File: src/rtl/pat_pkg.sv
package pat_pkg;
  typedef enum logic [1:0] {
    XS_HIT    = 2'd0,
    XS_FAULT  = 2'd1,
    XS_BOUNDS = 2'd2
  } xs_status_e;

  localparam int SR_W      = 16;
  localparam int SR_PF_BIT = 10;
  localparam int SR_RET_LO = 5;
  localparam int SR_RET_W  = 3;
  localparam logic [SR_RET_W-1:0] RET_BOUNDS = 3'b100;
endpackage

File: src/rtl/pat_table.sv
module pat_table #(
  parameter int PAGE_W = 5,
  localparam int ENT_W = PAGE_W + 2,
  localparam int NPAGE = 1 << PAGE_W
) (
  input  logic              clk,
  input  logic              rst_n,
  input  logic              ld_we,
  input  logic [PAGE_W-1:0] ld_idx,
  input  logic [ENT_W-1:0]  ld_ent,
  input  logic              mod_set,
  input  logic [PAGE_W-1:0] mod_idx,
  input  logic [PAGE_W-1:0] lk_idx,
  output logic              lk_valid,
  output logic [PAGE_W-1:0] lk_frame,
  input  logic [PAGE_W-1:0] rd_idx,
  output logic [ENT_W-1:0]  rd_ent
);
  logic [ENT_W-1:0] ent [NPAGE];

  for (genvar g = 0; g < NPAGE; g++) begin : g_ent
    logic [ENT_W-1:0] q;
    always_ff @(posedge clk) begin
      if (!rst_n) begin
        q <= '0;
      end else if (ld_we && ld_idx == PAGE_W'(g)) begin
        q <= ld_ent;
      end else if (mod_set && mod_idx == PAGE_W'(g)) begin
        q[ENT_W-1] <= 1'b1;
      end
    end
    assign ent[g] = q;
  end

  logic [ENT_W-1:0] lk_ent;
  assign lk_ent   = ent[lk_idx];
  assign lk_valid = lk_ent[ENT_W-2];
  assign lk_frame = lk_ent[PAGE_W-1:0];

  always_ff @(posedge clk) begin
    if (!rst_n) rd_ent <= '0;
    else        rd_ent <= ent[rd_idx];
  end
endmodule

File: src/rtl/pat_check.sv
module pat_check
  import pat_pkg::*;
#(
  parameter int ADDR_W = 8,
  parameter int OFFS_W = 3,
  localparam int PAGE_W = ADDR_W - OFFS_W
) (
  input  logic [ADDR_W-1:0] addr,
  input  logic [ADDR_W-1:0] limit,
  input  logic              ent_valid,
  input  logic [PAGE_W-1:0] ent_frame,
  output xs_status_e        status,
  output logic [ADDR_W-1:0] paddr,
  output logic [SR_W-1:0]   sr
);
  logic [PAGE_W-1:0] page;
  assign page = addr[ADDR_W-1:OFFS_W];

  always_comb begin
    sr    = '0;
    paddr = '0;
    if (addr > limit) begin
      status = XS_BOUNDS;
      sr[SR_RET_LO +: SR_RET_W] = RET_BOUNDS;
    end else if (!ent_valid) begin
      status = XS_FAULT;
      sr[SR_PF_BIT] = 1'b1;
      sr[SR_W-1 -: PAGE_W] = page;
    end else begin
      status = XS_HIT;
      paddr  = {ent_frame, addr[OFFS_W-1:0]};
    end
  end
endmodule

File: src/rtl/pat_ctrl.sv
module pat_ctrl
  import pat_pkg::*;
#(
  parameter int PAGE_W  = 5,
  parameter int HIT_LAT = 4,
  localparam int CNT_W  = $clog2(HIT_LAT + 1),
  localparam int NPAGE  = 1 << PAGE_W
) (
  input  logic              clk,
  input  logic              rst_n,
  input  logic              ld_start_i,
  input  logic              ld_valid_i,
  input  logic              req_valid_i,
  input  logic              rsp_ready_i,
  input  xs_status_e        eval_status,
  output logic              ld_ready_o,
  output logic              ld_we_o,
  output logic [PAGE_W-1:0] ld_idx_o,
  output logic              req_ready_o,
  output logic              accept_o,
  output logic              eval_o,
  output logic              rsp_valid_o
);
  typedef enum logic [2:0] {
    S_IDLE, S_LOAD, S_EVAL, S_WAIT, S_RESP
  } state_e;

  state_e           state;
  logic [CNT_W-1:0] cnt;

  assign req_ready_o = (state == S_IDLE) && !ld_start_i;
  assign accept_o    = req_ready_o && req_valid_i;
  assign ld_ready_o  = (state == S_LOAD);
  assign ld_we_o     = ld_ready_o && ld_valid_i;
  assign eval_o      = (state == S_EVAL);
  assign rsp_valid_o = (state == S_RESP);

  always_ff @(posedge clk) begin
    if (!rst_n) begin
      state    <= S_IDLE;
      cnt      <= '0;
      ld_idx_o <= '0;
    end else begin
      case (state)
        S_IDLE: begin
          if (ld_start_i) begin
            state    <= S_LOAD;
            ld_idx_o <= '0;
          end else if (req_valid_i) begin
            state <= S_EVAL;
          end
        end
        S_LOAD: begin
          if (ld_valid_i) begin
            ld_idx_o <= ld_idx_o + 1'b1;
            if (ld_idx_o == PAGE_W'(NPAGE - 1)) state <= S_IDLE;
          end
        end
        S_EVAL: begin
          if (eval_status != XS_HIT) begin
            state <= S_RESP;
          end else begin
            state <= S_WAIT;
            cnt   <= CNT_W'(HIT_LAT - 2);
          end
        end
        S_WAIT: begin
          if (cnt == '0) state <= S_RESP;
          else           cnt   <= cnt - 1'b1;
        end
        S_RESP: begin
          if (rsp_ready_i) state <= S_IDLE;
        end
        default: state <= S_IDLE;
      endcase
    end
  end
endmodule

File: src/rtl/pat_top.sv
module pat_top
  import pat_pkg::*;
#(
  parameter int ADDR_W  = 8,
  parameter int OFFS_W  = 3,
  parameter int HIT_LAT = 4,
  localparam int PAGE_W = ADDR_W - OFFS_W,
  localparam int ENT_W  = PAGE_W + 2
) (
  input  logic              clk,
  input  logic              rst_n,
  input  logic [ADDR_W-1:0] limit_i,
  input  logic              ld_start_i,
  input  logic              ld_valid_i,
  output logic              ld_ready_o,
  input  logic [ENT_W-1:0]  ld_entry_i,
  input  logic              req_valid_i,
  output logic              req_ready_o,
  input  logic [ADDR_W-1:0] req_addr_i,
  input  logic              req_write_i,
  output logic              rsp_valid_o,
  input  logic              rsp_ready_i,
  output logic [ADDR_W-1:0] rsp_paddr_o,
  output logic [1:0]        rsp_status_o,
  output logic [SR_W-1:0]   rsp_sr_o,
  input  logic [PAGE_W-1:0] tbl_idx_i,
  output logic [ENT_W-1:0]  tbl_entry_o
);
  logic              accept, eval, ld_we;
  logic [PAGE_W-1:0] ld_idx;
  logic [ADDR_W-1:0] cap_addr, cap_limit;
  logic              cap_write;
  logic              lk_valid;
  logic [PAGE_W-1:0] lk_frame;
  xs_status_e        chk_status;
  logic [ADDR_W-1:0] chk_paddr;
  logic [SR_W-1:0]   chk_sr;
  logic              mod_set;

  pat_ctrl #(.PAGE_W(PAGE_W), .HIT_LAT(HIT_LAT)) u_ctrl (
    .clk         (clk),
    .rst_n       (rst_n),
    .ld_start_i  (ld_start_i),
    .ld_valid_i  (ld_valid_i),
    .req_valid_i (req_valid_i),
    .rsp_ready_i (rsp_ready_i),
    .eval_status (chk_status),
    .ld_ready_o  (ld_ready_o),
    .ld_we_o     (ld_we),
    .ld_idx_o    (ld_idx),
    .req_ready_o (req_ready_o),
    .accept_o    (accept),
    .eval_o      (eval),
    .rsp_valid_o (rsp_valid_o)
  );

  always_ff @(posedge clk) begin
    if (!rst_n) begin
      cap_addr  <= '0;
      cap_limit <= '0;
      cap_write <= 1'b0;
    end else if (accept) begin
      cap_addr  <= req_addr_i;
      cap_limit <= limit_i;
      cap_write <= req_write_i;
    end
  end

  assign mod_set = eval && cap_write && (chk_status == XS_HIT);

  pat_table #(.PAGE_W(PAGE_W)) u_table (
    .clk      (clk),
    .rst_n    (rst_n),
    .ld_we    (ld_we),
    .ld_idx   (ld_idx),
    .ld_ent   (ld_entry_i),
    .mod_set  (mod_set),
    .mod_idx  (cap_addr[ADDR_W-1:OFFS_W]),
    .lk_idx   (cap_addr[ADDR_W-1:OFFS_W]),
    .lk_valid (lk_valid),
    .lk_frame (lk_frame),
    .rd_idx   (tbl_idx_i),
    .rd_ent   (tbl_entry_o)
  );

  pat_check #(.ADDR_W(ADDR_W), .OFFS_W(OFFS_W)) u_check (
    .addr      (cap_addr),
    .limit     (cap_limit),
    .ent_valid (lk_valid),
    .ent_frame (lk_frame),
    .status    (chk_status),
    .paddr     (chk_paddr),
    .sr        (chk_sr)
  );

  always_ff @(posedge clk) begin
    if (!rst_n) begin
      rsp_paddr_o  <= '0;
      rsp_status_o <= '0;
      rsp_sr_o     <= '0;
    end else if (eval) begin
      rsp_paddr_o  <= chk_paddr;
      rsp_status_o <= chk_status;
      rsp_sr_o     <= chk_sr;
    end
  end
endmodule

File: config.mk
export PLATFORM = sky130hd
export DESIGN_NAME = pat_top
export DESIGN_NICKNAME = d
export VERILOG_FILES = /design/src/rtl/pat_pkg.sv /design/src/rtl/pat_table.sv /design/src/rtl/pat_check.sv /design/src/rtl/pat_ctrl.sv /design/src/rtl/pat_top.sv
export SDC_FILE = /design/constraint.sdc
export NUM_CORES = 1
export LEC_CHECK = 0
export CORE_MARGIN = 4
export CORE_UTILIZATION = 45
export CTS_CLUSTER_SIZE = 40
export DETAILED_ROUTE_END_ITERATION = 6
export PLACE_DENSITY = 0.6
export SKIP_LAST_GASP = 1
export SYNTH_ARGS = -nofsm -noshare
export SYNTH_HDL_FRONTEND = slang
export SYNTH_HIERARCHICAL = 1
export SYNTH_SLANG_ARGS = --single-unit
File: constraint.sdc
create_clock -name clk -period 4.7 [get_ports clk]
set_input_delay 0.94 -clock clk [delete_from_list [all_inputs] [get_ports clk]]
set_output_delay 0.94 -clock clk [all_outputs]
set_load 0.005 [all_outputs]
==> impl_metrics.csv, run 1 <==
group,metric,value,unit
run_status,run_status,"complete, no violations",
pwr,switching_power,1.386,mW
floorplan,floorplan.rows,65,
layout,post_route_cells_drive_above_1_share,16.64,%
pwr,seq_power_share,43.9,%
detailed_routing,post-route-drc-count,0,
yosys,most_frequent_cell_after_synthesis,"sky130_fd_sc_hd__dfxtp_1",
yosys,yosysUniqueCellTypes,62,
sta,worst_slew_margin_rel,24.94,%
cts,cts-htree-levels,2,
sta,drv_slew,0,
pwr,power,5.653,mW
pwr,cellPowerDensity,339.2,nW/um^2
yosys,synth.top_cells.by_count,"sky130_fd_sc_hd__dfxtp_1, sky130_fd_sc_hd__a21oi_1, sky130_fd_sc_hd__nand2_1",
sta,finClkSkew,14.31,ps
cts,holdBufCountCts,0,
critical_path,crit_path_max_fanout,26,
yosys,ys_top_cells_by_area,"sky130_fd_sc_hd__dfxtp_1, sky130_fd_sc_hd__mux4_2, sky130_fd_sc_hd__mux2i_1",
cts,clockBufferDepth,3,
layout,register_area,5710,um^2
pwr,power.switching_fraction,24.52,%
cts,clk_root_buffer_cell,"sky130_fd_sc_hd__clkbuf_16",
yosys,gate_count_after_technology_mapping,1489,
pwr,combinationalPowerShare,9.1,%
global_route,grt_start_max_net_pins,95,
sta,fmax,269.7,MHz
floorplan,core_area,31800,um^2
cts,numClockSinks,285,
layout,fin_util,52.41,%
sta,timing_worst_slew_pin_value,1126,ps
placed_design,portBuffers,70,
yosys,syn_area_per_cell,9.814,um^2
detailed_routing,average_via_count_per_standard_cell,6.050,
sta,grt_setup_unrepaired,"no",
global_route,grt_overflow,0,
pwr,clockPowerShare,47.1,%
critical_path,critical_path.startpoint_type,"register",
global_route,first_global_vias,11410,
critical_path,critPathCaptureType,"register",
flow_run,cap_viol_max_count,0,
layout,layoutNonFillerInstCount,1955,
critical_path,worst-endpoint-arrival,4120,ps
floorplan,boundaryPins,71,
layout,layout.nets,1545,
yosys,synth_sequential_area_ratio,39.04,%
pwr,ir_drop,0.2538,mV
yosys,synthDominantCellAreaShare,39.04,%
cts,cts_tree,"built",
placed_design,place.gp.congestion,0.8789,
critical_path,reg2reg_setup_slack,990,ps
floorplan,dieHeight,188.2,um
detailed_routing,detailroute.via_count,11830,
floorplan,die_area,35420,um^2
detailed_routing,wl_per_cell,22.91,um
floorplan,effective_utilization_at_floorplan,45.95,%
cts,cts_made_buffers,34,
detailed_routing,drt_first_iter_violations,1304,
min_path,min_path_type,"register to register",
placed_design,detailedPlacementHpwl,28.91,mm
cts,cts_setup_buffers,0,
detailed_routing,drtPass1Iterations,5,
layout,fill_cells,2879,
sta,post-route-worst-setup-slack,992.6,ps
floorplan,fp.dieW,188.2,um
placed_design,preCtsSetupSlack,1021,ps
yosys,synth_top_flop_cell,"sky130_fd_sc_hd__dfxtp_1",
layout,multi_input_comb_area,8178,um^2
placed_design,placed_instance_count,1897,
sta,setup_viol,0,
cts,clk_pin_slew_worst_paths,60,ps
yosys,mappedNetlistArea,14610,um^2
cts,clk-insertion-delay-late,520,ps
yosys,synth-warning-count,6,
yosys,netlist.top_cell.by_area,"sky130_fd_sc_hd__dfxtp_1",
pwr,leakagePower,5.502,nW
layout,area_growth,14.06,%
yosys,synth_edf_count,0,
global_route,antenna_violations_before_repair,1,
yosys,synth.ff_latch_count,285,
critical_path,worstSetupPathType,"register to register",
sta,finalSetupTns,0,ps
pwr,power_report.internal_total,4.267,mW
yosys,asyncSetResetFlopFracSynth,0,%
global_route,groute.usage.overall,24.67,%
detailed_routing,final_wirelength,44.79,mm
cts,cts_repair_resize_count,0,
critical_path,timing.critical_path.required,5110,ps
detailed_routing,drt.antenna.violating_nets,0,
layout,antennaDiodeCount,0,
sta,final_period_minus_worst_setup_slack,3707,ps
sta,fin_crit_sh,78.88,%
sta,hold_viol_final,0,
global_route,grt_first_pass_wirelength,69.01,mm
[final timing paths]
check / startpoint / endpoint / cells past startpoint
max: cap_addr[3] / u_table/g_ent[3].q[6] / 11
min: u_table/g_ent[6].q[1] / u_table/g_ent[6].q[1] / 2
max reg2reg: cap_addr[3] / u_table/g_ent[3].q[6] / 11
min reg2reg: u_table/g_ent[6].q[1] / u_table/g_ent[6].q[1] / 2
[layer usage]
layer	track usage, %	wire length, um	vias to the layer above
met4	7.933	1401	0
met1	35.00	19190	5855
met3	4.724	3712	86
li1	-	-	5366
met5	0	0	-
met2	38.29	20490	521
[cells in the final DEF (no fill, tap or decap), types with 6 or more instances in the layout]
| master | count |
|---|---|
| sky130_fd_sc_hd__conb_1 | 9 |
| sky130_fd_sc_hd__clkbuf_1 | 6 |
| sky130_fd_sc_hd__a211oi_1 | 19 |
| sky130_fd_sc_hd__buf_4 | 40 |
| sky130_fd_sc_hd__o221ai_1 | 7 |
| sky130_fd_sc_hd__a22oi_1 | 7 |
| sky130_fd_sc_hd__clkbuf_8 | 9 |
| sky130_fd_sc_hd__clkdlybuf4s50_1 | 66 |
| sky130_fd_sc_hd__mux4_2 | 116 |
| sky130_fd_sc_hd__nor2_1 | 135 |
| sky130_fd_sc_hd__a21oi_1 | 154 |
| sky130_fd_sc_hd__ha_1 | 12 |
| sky130_fd_sc_hd__nand4b_1 | 7 |
| sky130_fd_sc_hd__nand2_1 | 149 |
| sky130_fd_sc_hd__nand3_1 | 67 |
| sky130_fd_sc_hd__a31oi_1 | 7 |
| sky130_fd_sc_hd__inv_1 | 14 |
| sky130_fd_sc_hd__dfxtp_1 | 283 |
| sky130_fd_sc_hd__mux2i_1 | 120 |
| sky130_fd_sc_hd__clkbuf_16 | 37 |
| sky130_fd_sc_hd__nor2b_1 | 54 |
| sky130_fd_sc_hd__nor3_1 | 19 |
| sky130_fd_sc_hd__mux2_2 | 21 |
| sky130_fd_sc_hd__nand2b_1 | 13 |
| sky130_fd_sc_hd__o21ai_1 | 66 |
[logic make-up after synthesis]
| family | share of synthesized area, % |
|---|---|
| multiplexers | 27.89 |
| flip-flops | 39.04 |
| buffers and inverters | 5.377 |
| AO/OA/AOI/OAI | 10.74 |
| adder cells (fa/ha/maj) | 1.027 |
| other | 0.02566 |
| AND/OR/NAND/NOR | 15.90 |
[power groups by stage]
stage                     sequential (mW)  combinational, mW  clock, mW
after floorplan                      2.51              0.379          0
after global placement               2.53              0.508          0
after detailed placement             2.53              0.510          0
after CTS                            2.48              0.511       2.70
after global routing                 2.48              0.550       2.80
final                                2.48              0.513       2.66
[through the flow]
step,instance area [um^2],hold slack (ps)
floorplan,14640,436.7
global placement,15530,447.6
detailed placement,15530,456.4
CTS,16670,464.1
global route,16670,484.0
finish,16670,464.4
[flip-flops by register name, indices dropped and copies added (netlist names)]
name,count
cap_write,1
u_table/rd_ent,7
u_ctrl/state,3
u_table/g_ent.q,224
rsp_status_o,2
u_ctrl/ld_idx_o,5
cap_limit,8
rsp_sr_o,16
cap_addr,8
u_ctrl/cnt,3
rsp_paddr_o,8
[worst max-delay path, stage by stage (launching register included)]
cell and delay (ps):
sky130_fd_sc_hd__dfxtp_4 680, sky130_fd_sc_hd__buf_4 270, sky130_fd_sc_hd__ha_1 270, sky130_fd_sc_hd__nand4_1 100
sky130_fd_sc_hd__nor2_1 50, sky130_fd_sc_hd__a21oi_2 440, sky130_fd_sc_hd__a21oi_1 270, sky130_fd_sc_hd__and4bb_2 530
sky130_fd_sc_hd__or4b_1 530, sky130_fd_sc_hd__nor2_1 130, sky130_fd_sc_hd__nor3_1 60, sky130_fd_sc_hd__a211oi_1 250
[layout make-up]
class | count | area share [%]
Sequential cell | 285 | 34.26
Timing Repair Buffer | 112 | 6.216
Tap cell | 435 | 3.266
Clock inverter | 6 | 0.3678
Inverter | 16 | 0.3904
Multi-Input combinational cell | 1049 | 49.07
Clock buffer | 52 | 6.433
No activity file was read; power rests on OpenSTA's default activity.
==> run 2: changes to the inputs <==
==> constraint.sdc (replaced) <==
create_clock -name clk -period 3.7 [get_ports clk]
set_input_delay 0.74 -clock clk [delete_from_list [all_inputs] [get_ports clk]]
set_output_delay 0.74 -clock clk [all_outputs]
set_load 0.005 [all_outputs]
==> impl_metrics.csv, run 2 (same netlist as run 1, synthesis figures left out) <==
group,metric,value,unit
run_status,run_status,"complete, no violations",
cts,clockBufferDepth,3,
layout,largest_register_ffs,224,
cts,cts_tree,"built",
cts,cts-htree-levels,2,
placed_design,place.gp.congestion,0.9031,
layout,register_area,5710,um^2
pwr,leakagePower,5.660,nW
critical_path,crit_path_max_fanout,18,
global_route,grt_first_pass_wirelength,69.85,mm
layout,multi_input_comb_area,8173,um^2
sta,timing_worst_slew_pin_value,908.5,ps
cts,clk-insertion-delay-late,510,ps
floorplan,die_area,35420,um^2
pwr,cellPowerDensity,433.5,nW/um^2
min_path,min_path_type,"register to register",
detailed_routing,drt.antenna.violating_nets,0,
floorplan,floorplan.rows,65,
layout,mostFrequentLayoutCells,"sky130_fd_sc_hd__dfxtp_1, sky130_fd_sc_hd__a21oi_1, sky130_fd_sc_hd__nand2_1",
critical_path,critical_path.startpoint_type,"register",
pwr,ir_drop,0.2576,mV
critical_path,timing.critical_path.required,4050,ps
cts,cts_repair_resize_count,0,
floorplan,core_area,31800,um^2
layout,mostFrequentLayoutCell,"sky130_fd_sc_hd__dfxtp_1",
pwr,switching_power,1.765,mW
layout,top_regs,"u_table/g_ent.q (224), rsp_sr_o (16)",
pwr,clockPowerShare,47.7,%
placed_design,portBuffers,70,
global_route,groute.usage.overall,24.96,%
global_route,grt_overflow,0,
sta,hold_viol_final,0,
critical_path,worst-endpoint-arrival,3660,ps
critical_path,critPathCaptureType,"register",
sta,grt_setup_unrepaired,"no",
pwr,power_report.internal_total,5.556,mW
floorplan,effective_utilization_at_floorplan,45.95,%
global_route,first_global_vias,11600,
placed_design,detailedPlacementHpwl,29.81,mm
detailed_routing,wl_per_cell,22.62,um
detailed_routing,average_via_count_per_standard_cell,5.973,
detailed_routing,drtPass1Iterations,6,
floorplan,boundaryPins,71,
floorplan,fp.dieW,188.2,um
global_route,grt_start_max_net_pins,108,
pwr,power.switching_fraction,24.11,%
detailed_routing,detailroute.via_count,11840,
sta,fin_crit_sh,89.42,%
detailed_routing,drt_first_iter_violations,1138,
layout,post_route_cells_drive_above_1_share,18.23,%
cts,cts_setup_buffers,0,
pwr,combinationalPowerShare,9.3,%
sta,finClkSkew,12.47,ps
cts,holdBufCountCts,0,
sta,hold_ws,465.8,ps
flow_run,cap_viol_max_count,0,
detailed_routing,post-route-drc-count,0,
sta,finalSetupTns,0,ps
sta,setup_viol,0,
floorplan,dieHeight,188.2,um
pwr,seq_power_share,43.0,%
detailed_routing,final_wirelength,44.84,mm
layout,layout.nets,1571,
cts,clk_pin_slew_worst_paths,60,ps
layout,area_growth,15.57,%
global_route,antenna_violations_before_repair,2,
layout,fill_cells,2848,
layout,antennaDiodeCount,0,
sta,fmax,302.3,MHz
sta,final_period_minus_worst_setup_slack,3308,ps
cts,cts_made_buffers,34,
cts,clk_root_buffer_cell,"sky130_fd_sc_hd__clkbuf_16",
sta,drv_slew,0,
critical_path,worstSetupPathType,"register to register",
sta,worst_slew_margin_rel,39.43,%
cts,numClockSinks,285,
layout,largest-register,"u_table/g_ent.q",
run 2: changes by cell type in the layout (fill, tap and decap cells not counted):
cell / before / now
sky130_fd_sc_hd__buf_4: 40 / 66
sky130_fd_sc_hd__buf_2: 3 / 5
sky130_fd_sc_hd__bufinv_16: 1 / 3
sky130_fd_sc_hd__clkdlybuf4s50_1: 66 / 64
sky130_fd_sc_hd__clkinv_2: 3 / 5
sky130_fd_sc_hd__clkbuf_8: 9 / 8
sky130_fd_sc_hd__clkinv_4: 1 / 0
sky130_fd_sc_hd__clkinvlp_4: 1 / 0
sky130_fd_sc_hd__nor2_2: 0 / 1
sky130_fd_sc_hd__nor2_4: 1 / 0
run 2: cell type report:
type	count	share of cell area, %
clock inverters	8	0.6816
inverters	16	0.3853
well taps	435	3.223
clock buffers	51	6.268
multi-input cells	1049	48.40
flip-flops and latches	285	33.82
repair buffers	138	7.231
run 2: worst paths after layout:
check                startpoint               endpoint  slack, ps  cells past startpoint
hold / removal    u_ctrl/cnt[1]          u_ctrl/cnt[1]        470                      1
setup / recovery    cap_addr[3]  u_table/g_ent[3].q[6]        390                      9
hold reg to reg   u_ctrl/cnt[1]          u_ctrl/cnt[1]        470                      1
setup reg to reg    cap_addr[3]  u_table/g_ent[3].q[6]        390                      9
run 2: worst max-delay path, cell delays in order, from the launching register on:
cell and delay [ps]:
sky130_fd_sc_hd__dfxtp_4 570, sky130_fd_sc_hd__mux4_2 570, sky130_fd_sc_hd__mux4_2 510, sky130_fd_sc_hd__mux2_2 410, sky130_fd_sc_hd__a21oi_1 190, sky130_fd_sc_hd__and4bb_2 350, sky130_fd_sc_hd__or4b_1 240, sky130_fd_sc_hd__nor2_1 60
sky130_fd_sc_hd__nor3_1 150, sky130_fd_sc_hd__a211oi_1 80
run 2: stage by stage:
stage               instances  setup slack [ps]  cell area [um^2]  power (mW)  utilization [%]
floorplan                1497             143.8             14640       3.673                -
global placement         1923             445.6             15710       3.887            49.42
detailed placement       1923             432.6             15710       3.890            49.42
CTS                      1982             415.1             16890       7.369            53.11
global route             1982             239.6             16890       7.555            53.11
finish                   1982             391.6             16890       7.322            53.11
run 2: power groups by stage:
stage / clock network, mW / registers (mW) / logic [mW]
after floorplan: 0 / 3.19 / 0.482
after global placement: 0 / 3.21 / 0.674
after detailed placement: 0 / 3.21 / 0.676
after CTS: 3.54 / 3.15 / 0.679
after global routing: 3.68 / 3.15 / 0.724
final: 3.49 / 3.15 / 0.680
run 2: per-layer routing:
metal  global-route usage, %  vias up  routed length [um]
met5                       0        -                  29
met4                   9.091        4                1740
met3                   5.224       98                3869
met2                   38.47      510               19810
met1                   34.91     5793               19390
li1                        -     5433                   -
